`config.mk`:
```
export PLATFORM = sky130hd
export DESIGN_NAME = backup_wp_ctrl
export DESIGN_NICKNAME = d
export VERILOG_FILES = /design/src/rtl/backup_wp_ctrl.sv
export SDC_FILE = /design/constraint.sdc
export NUM_CORES = 1
export LEC_CHECK = 0
export ABC_AREA = 1
export BUFFER_PORTS_ARGS = -buffer_cell sky130_fd_sc_hd__buf_4
export CAP_MARGIN = 20
export CORE_AREA = 2 2 39 41
export CTS_CLUSTER_SIZE = 12
export DETAILED_ROUTE_END_ITERATION = 8
export DIE_AREA = 0 0 41 43
export SETUP_SLACK_MARGIN = 0.1
export SLEW_MARGIN = 40
export SYNTH_ARGS = -nofsm -noshare
export SYNTH_HDL_FRONTEND = slang
export SYNTH_SLANG_ARGS = --single-unit
```
`constraint.sdc`:
```
create_clock -name clk -period 1.7 [get_ports clk]
set_input_delay 0.255 -clock clk [delete_from_list [all_inputs] [get_ports clk]]
set_output_delay 0.255 -clock clk [all_outputs]
set_load 0.01 [all_outputs]
```
`src/rtl/backup_wp_ctrl.sv`:
```
module backup_wp_ctrl #(
  parameter int SYNC_STAGES = 2,
  parameter int DEAD_CYCLES = 4
) (
  input  logic clk,
  input  logic rst_n,
  input  logic vcc_ok_a,
  input  logic above_lo_a,
  input  logic above_hi_a,
  input  logic keep_req_a,
  input  logic pf_cmp,
  input  logic ce_in_n,
  output logic main_sw_en,
  output logic batt_sw_en,
  output logic batt_on,
  output logic low_line_n,
  output logic pf_warn_n,
  output logic ce_out_n
);

  localparam int CW = $clog2(DEAD_CYCLES + 1);
  localparam logic [CW-1:0] DEAD_LOAD = CW'(DEAD_CYCLES);

  logic [SYNC_STAGES-1:0] ok_sh, lo_sh, hi_sh, req_sh;
  logic ok_s, lo_s, hi_s, req_s;
  logic ok_d;
  logic keep_mem;
  logic on_batt;
  logic side_nxt;
  logic [CW-1:0] dead_cnt;

  always_ff @(posedge clk or negedge rst_n) begin
    if (!rst_n) begin
      ok_sh  <= '0;
      lo_sh  <= '0;
      hi_sh  <= '0;
      req_sh <= '1;
    end else begin
      ok_sh  <= SYNC_STAGES'({ok_sh, vcc_ok_a});
      lo_sh  <= SYNC_STAGES'({lo_sh, above_lo_a});
      hi_sh  <= SYNC_STAGES'({hi_sh, above_hi_a});
      req_sh <= SYNC_STAGES'({req_sh, keep_req_a});
    end
  end

  assign ok_s  = ok_sh[SYNC_STAGES-1];
  assign lo_s  = lo_sh[SYNC_STAGES-1];
  assign hi_s  = hi_sh[SYNC_STAGES-1];
  assign req_s = req_sh[SYNC_STAGES-1];

  // capture the request only on the falling threshold crossing
  always_ff @(posedge clk or negedge rst_n) begin
    if (!rst_n) begin
      ok_d     <= 1'b0;
      keep_mem <= 1'b1;
    end else begin
      ok_d <= ok_s;
      if (ok_d && !ok_s) keep_mem <= req_s;
    end
  end

  // side selection with hysteresis between the two comparator levels
  assign side_nxt = on_batt ? !hi_s : !lo_s;

  always_ff @(posedge clk or negedge rst_n) begin
    if (!rst_n) begin
      on_batt  <= 1'b1;
      dead_cnt <= '0;
    end else begin
      on_batt <= side_nxt;
      if (side_nxt != on_batt)
        dead_cnt <= DEAD_LOAD;
      else if (dead_cnt != '0)
        dead_cnt <= dead_cnt - 1'b1;
    end
  end

  assign main_sw_en = !on_batt && (dead_cnt == '0);
  assign batt_sw_en = on_batt && keep_mem && (dead_cnt == '0);
  assign batt_on    = batt_sw_en;
  assign low_line_n = ok_s && !on_batt;
  assign pf_warn_n  = on_batt ? 1'b0 : pf_cmp;
  assign ce_out_n   = low_line_n ? ce_in_n : 1'b1;

  p_no_overlap_r9: assert property (@(posedge clk) disable iff (!rst_n)
    !(main_sw_en && batt_sw_en));

  p_batt_gap_r9: assert property (@(posedge clk) disable iff (!rst_n)
    $rose(batt_sw_en) |-> !$past(main_sw_en));

  p_main_gap_r9: assert property (@(posedge clk) disable iff (!rst_n)
    $rose(main_sw_en) |-> !$past(batt_sw_en));

  p_mem_hold_r1: assert property (@(posedge clk) disable iff (!rst_n)
    !(ok_d && !ok_s) |=> $stable(keep_mem));

  p_stay_batt_r4: assert property (@(posedge clk) disable iff (!rst_n)
    (on_batt && !hi_s) |=> !main_sw_en);

  p_ce_block_r6: assert property (@(posedge clk) disable iff (!rst_n)
    !low_line_n |-> ce_out_n);

  p_pf_low_r8: assert property (@(posedge clk) disable iff (!rst_n)
    batt_on |-> !pf_warn_n);

  p_saving_r3: assert property (@(posedge clk) disable iff (!rst_n)
    !keep_mem |-> !batt_sw_en);

endmodule

```
# == Yosys cells after proc, flatten, opt, wreduce, memory -nomap -nowiden ==
# Index checks and enable logic that the tools add are counted.
# totals
regBits,14
input_bits,8
out_inout_bits,6
wordCells,27
# op_classes
eq_ne,1
reduce_logical,12
n_mux,5
addsub,1
# ops
cell,count
$mux W3,2
$logic_and A1 B1 Y1,5
$logic_not A1 Y1,4
$logic_not A3 Y1,1
$mux W1,3
$reduce_bool A3 Y1,1
$sub A3 B1 Y3 const B,1
$reduce_bool A2 Y1,1
$ne A1 B1 Y1,1

# == Logic depth before layout (Yosys ltp) ==
# depth
word_depth,4
ltp_mapped,5
depth_no_buf,5

# == Least setup slack after synthesis ==
# No wires, ideal clock.
# synth_timing
kind,flip-flop to output port
from,register dead_cnt[0]
to,output batt_sw_en
arrival_time_ps,1106
setup_slack_ps,339
path_buffers,1
required_time_ps,1445
path_stages_with_launch,6
cell_sequence,dfrtp_1 > inv_1 > ha_1 > nand2_1 > nor2_1 > buf_4
# synth_via
elab_chain_cells,2
# synth_lines
element,line_no,text
from (decl),30,logic [CW-1:0] dead_cnt;
from (signal assigned),74,dead_cnt <= dead_cnt - 1'b1;
$logic_not A3 Y1,79,assign batt_sw_en = on_batt && keep_mem && (dead_cnt == '0);
$logic_and A1 B1 Y1,79,
to (decl),14,"output logic batt_sw_en,"
# Every way passes these cells.

# == Worst setup path after layout ==
# layout_timing
from,register dead_cnt[0]
to,output batt_on
# layout_via
elab_chain_cells,2
# layout_lines
element,line_no,text
$logic_not A3 Y1,79,
$logic_and A1 B1 Y1,79,
to (decl),15,"output logic batt_on,"
# Every way passes these cells.

==> summary.md <==
| Metric | Value |
|---|---|
| Status | `completed` |
| Synth warn | `0` |
| # DRC | `0` |
| Setup violations, final | `0` |
| Tcrit/Tclk final | `0.8661` |
| Remaining antenna violation count | `0` |
| Reg clk slew, reported paths | `80 ps` |
| CTS tree | `built` |
| Finished Core Util | `0.5163` |
| GRT Residual Overflow | `0` |
| Worst ir drop on vdd | `0.5153 mV` |
| Core area | `1384 µm²` |
| Die ar. | `1763 µm²` |
| Relative slew slack | `0.8513` |
| Worst EP required | `1440 ps` |
| Clock Skews | `0.3243 ps` |
| Hold slack | `88.94 ps` |
| Core Rows | `14` |
| Setup TNS | `0 ps` |
| Setup CP Type | `reg -> out` |
| Layout cell share with drive strength beyond 1 | `0.4348` |
| Post-Syn Area | `543.0 µm²` |
| Post-Synthesis Cells | `52` |
| Critical path capture point type | `primary output` |
| PD cells | `1287 nW/µm²` |
| Max stage delay on crit path | `380 ps` |
| Slew of the pin with the lowest slew margin | `221.1 ps` |
| Post-Route WL | `710 µm` |
| Crit path cell chain | `inv_2 > ha_4 > nand2_1 > nor2_2 > buf_4` |
| Total iterations of the first detailed-routing run | `4` |
| Max cap viols | `0` |
| Via density | `4.365` |
| Clock tree buffer depth | `2` |
| Top FF cell, synth | `dfrtp_1` |
| Syn Area/Cell | `10.44 µm²` |
| Synth area leaders | `dfrtp_1 (46%), dfstp_2 (19%), nand2_1 (7.6%)` |
| Post-synthesis cell type count | `14` |
| Synth area leader | `dfrtp_1` |
| Area fraction of the dominant cell type after synthesis | `0.4608` |
| Post-Syn Nets | `62` |
| Num CTS Buffers | `3` |
| Antenna violations before repair | `0` |
| Yosys reg bits | `14` |
| Post-CTS setup buffers | `0` |
| Post-route worst setup slack | `227.6 ps` |
| Num Clock Sinks | `14` |
| Vias in the first global route | `336` |
| Tmin final | `1472 ps` |
| Final Hold Fails | `0` |
| Starting Density | `0.3924` |
| Largest net degree at the start of global routing | `15` |
| NumNets Final | `80` |
| RSZ-0062 raised after global routing | `no` |
| Critical Path Start Type | `register` |
| Post-DP HPWL | `539.1 µm` |
| Ant diodes | `0` |
| Clk root buf | `clkbuf_4` |
| # IOs | `14` |
| Crit path max fanout | `5` |
| Sequential-to-total area share from yosys stat | `0.6544` |
| GP Congestion | `0.5759` |
| FMAX | `0.6792 GHz` |
| Async SR Flop Fraction | `1.000` |
| Leakage | `0.0003626 µW` |
| Layout area overhead | `31.57%` |
| Worst EP arrival | `1220 ps` |
| Worst-Skew Late Latency | `270 ps` |
| Die Span X | `41 µm` |
| Most frequent cell after synthesis | `nand2_1` |
| Hold Crit Class | `in -> reg` |
| Max-slew violation count | `0` |
| Port bufs | `13` |
| Post-synth EDFFs | `0` |
| Global-route wire length before repair | `1.276 mm` |
| Routed wire per std cell | `8.353 µm` |
| Die Height | `43 µm` |
| Drt first-iter violations | `8` |
| Worst slack, placed | `370.0 ps` |
| GR Util All Layers | `0.1074` |
| Commonest cells in the netlist | `nand2_1 (11), dfrtp_1 (10), inv_1 (8)` |
| Critical-path top delay cell | `dfrtp_1` |
| Via count | `371` |
| H-tree depth | `1` |
==> routing by layer <==
metal | track usage | vias to the layer above | part of all wire
met5 | 0 | - | 0
met4 | 0.06000 | 0 | 0.0070
met3 | 0.03141 | 2 | 0.073
met2 | 0.1656 | 13 | 0.46
met1 | 0.1272 | 167 | 0.45
li1 | - | 189 | -
==> sequential cells by signal, indices dropped and copies added (netlist names) <==
signal,flops
dead_cnt,3
hi_sh,2
lo_sh,2
ok_sh,2
req_sh,2
keep_mem,1
ok_d,1
on_batt,1
==> what timing repair did <==
| action | 4_1_cts | 5_1_grt |
|---|---|---|
| endpoints found under the setup margin | 2 | 3 |
| pin swaps | 0 | 1 |
| hold buffers | 1 | 0 |
| resized for setup | 2 | 3 |
| gates cloned | 0 | 0 |
| hold endpoints to repair | 10 | 0 |
==> critical path, delay by kind of cell, from the launching register on <==
family | cells | cell delay (ps)
AND/OR/NAND/NOR | 2 | 200
buffers and inverters | 2 | 220
flip-flops | 1 | 380
adder cells (fa/ha/maj) | 1 | 150
==> power by group <==
group | switching (µW) | total (µW) | leakage [µW] | internal (µW)
combinational | 154 | 281 | 0.000182 | 127
sequential | 25.2 | 413 | 0.000159 | 387
clock | 95.7 | 226 | 0.0000210 | 130
==> metrics by stage <==
stage | power [µW] | instance area (µm²) | cells
after global routing | 1011 | 714.4 | 85
final | 919.3 | 714.4 | 85
after detailed placement | 667.9 | 653.1 | 80
after global placement | 660.9 | 653.1 | 80
after floorplan | 593.6 | 543.0 | 52
after CTS | 903.9 | 704.4 | 85
==> final timing paths <==
check                                             start                       to  slack, ps  cells after the start
max in group asynchronous                         rst_n        on_batt$_DFF_PN1_       1090                      2
min in group asynchronous                         rst_n       ok_sh[0]$_DFF_PN0_        380                      2
worst max register to register  dead_cnt[0]$_DFFE_PN0P_  dead_cnt[2]$_DFFE_PN0P_        590                      5
worst min register to register       ok_sh[0]$_DFF_PN0_       ok_sh[1]$_DFF_PN0_        350                      0
worst max-delay path            dead_cnt[0]$_DFFE_PN0P_                  batt_on        230                      5
worst min-delay path                         above_hi_a       hi_sh[0]$_DFF_PN0_         90                      1
==> layout by cell type, fill, tap and decap left out, types with 2 or more instances in the layout <==
cell type  netlist  layout
buf_4            1      13
nand2_1         11      11
dfrtp_1         10      10
inv_1            8       6
nand3_1          4       4
dfstp_2          4       4
nor2_1           4       3
nor2_2           2       3
clkbuf_4         0       3
inv_2            0       2
nand2_2          2       2
==> logic make-up after synthesis <==
kind of cell / Yosys count / share of synthesized area
buf+inv: 9 / 0.06913
fa+ha+maj: 2 / 0.04608
flops: 14 / 0.6544
compound gates: 3 / 0.03225
simple gates: 24 / 0.1982
==> area by class of cell <==
| type | count | area [µm²] |
|---|---|---|
| clock buffers | 4 | 36.28 |
| fillers | 128 | 669.4 |
| inverters | 8 | 30.03 |
| multi-input cells | 29 | 165.2 |
| flip-flops and latches | 14 | 355.3 |
| well taps | 16 | 20.02 |
| repair buffers | 14 | 107.6 |
Note: power is estimated with default switching activity, not from simulation.
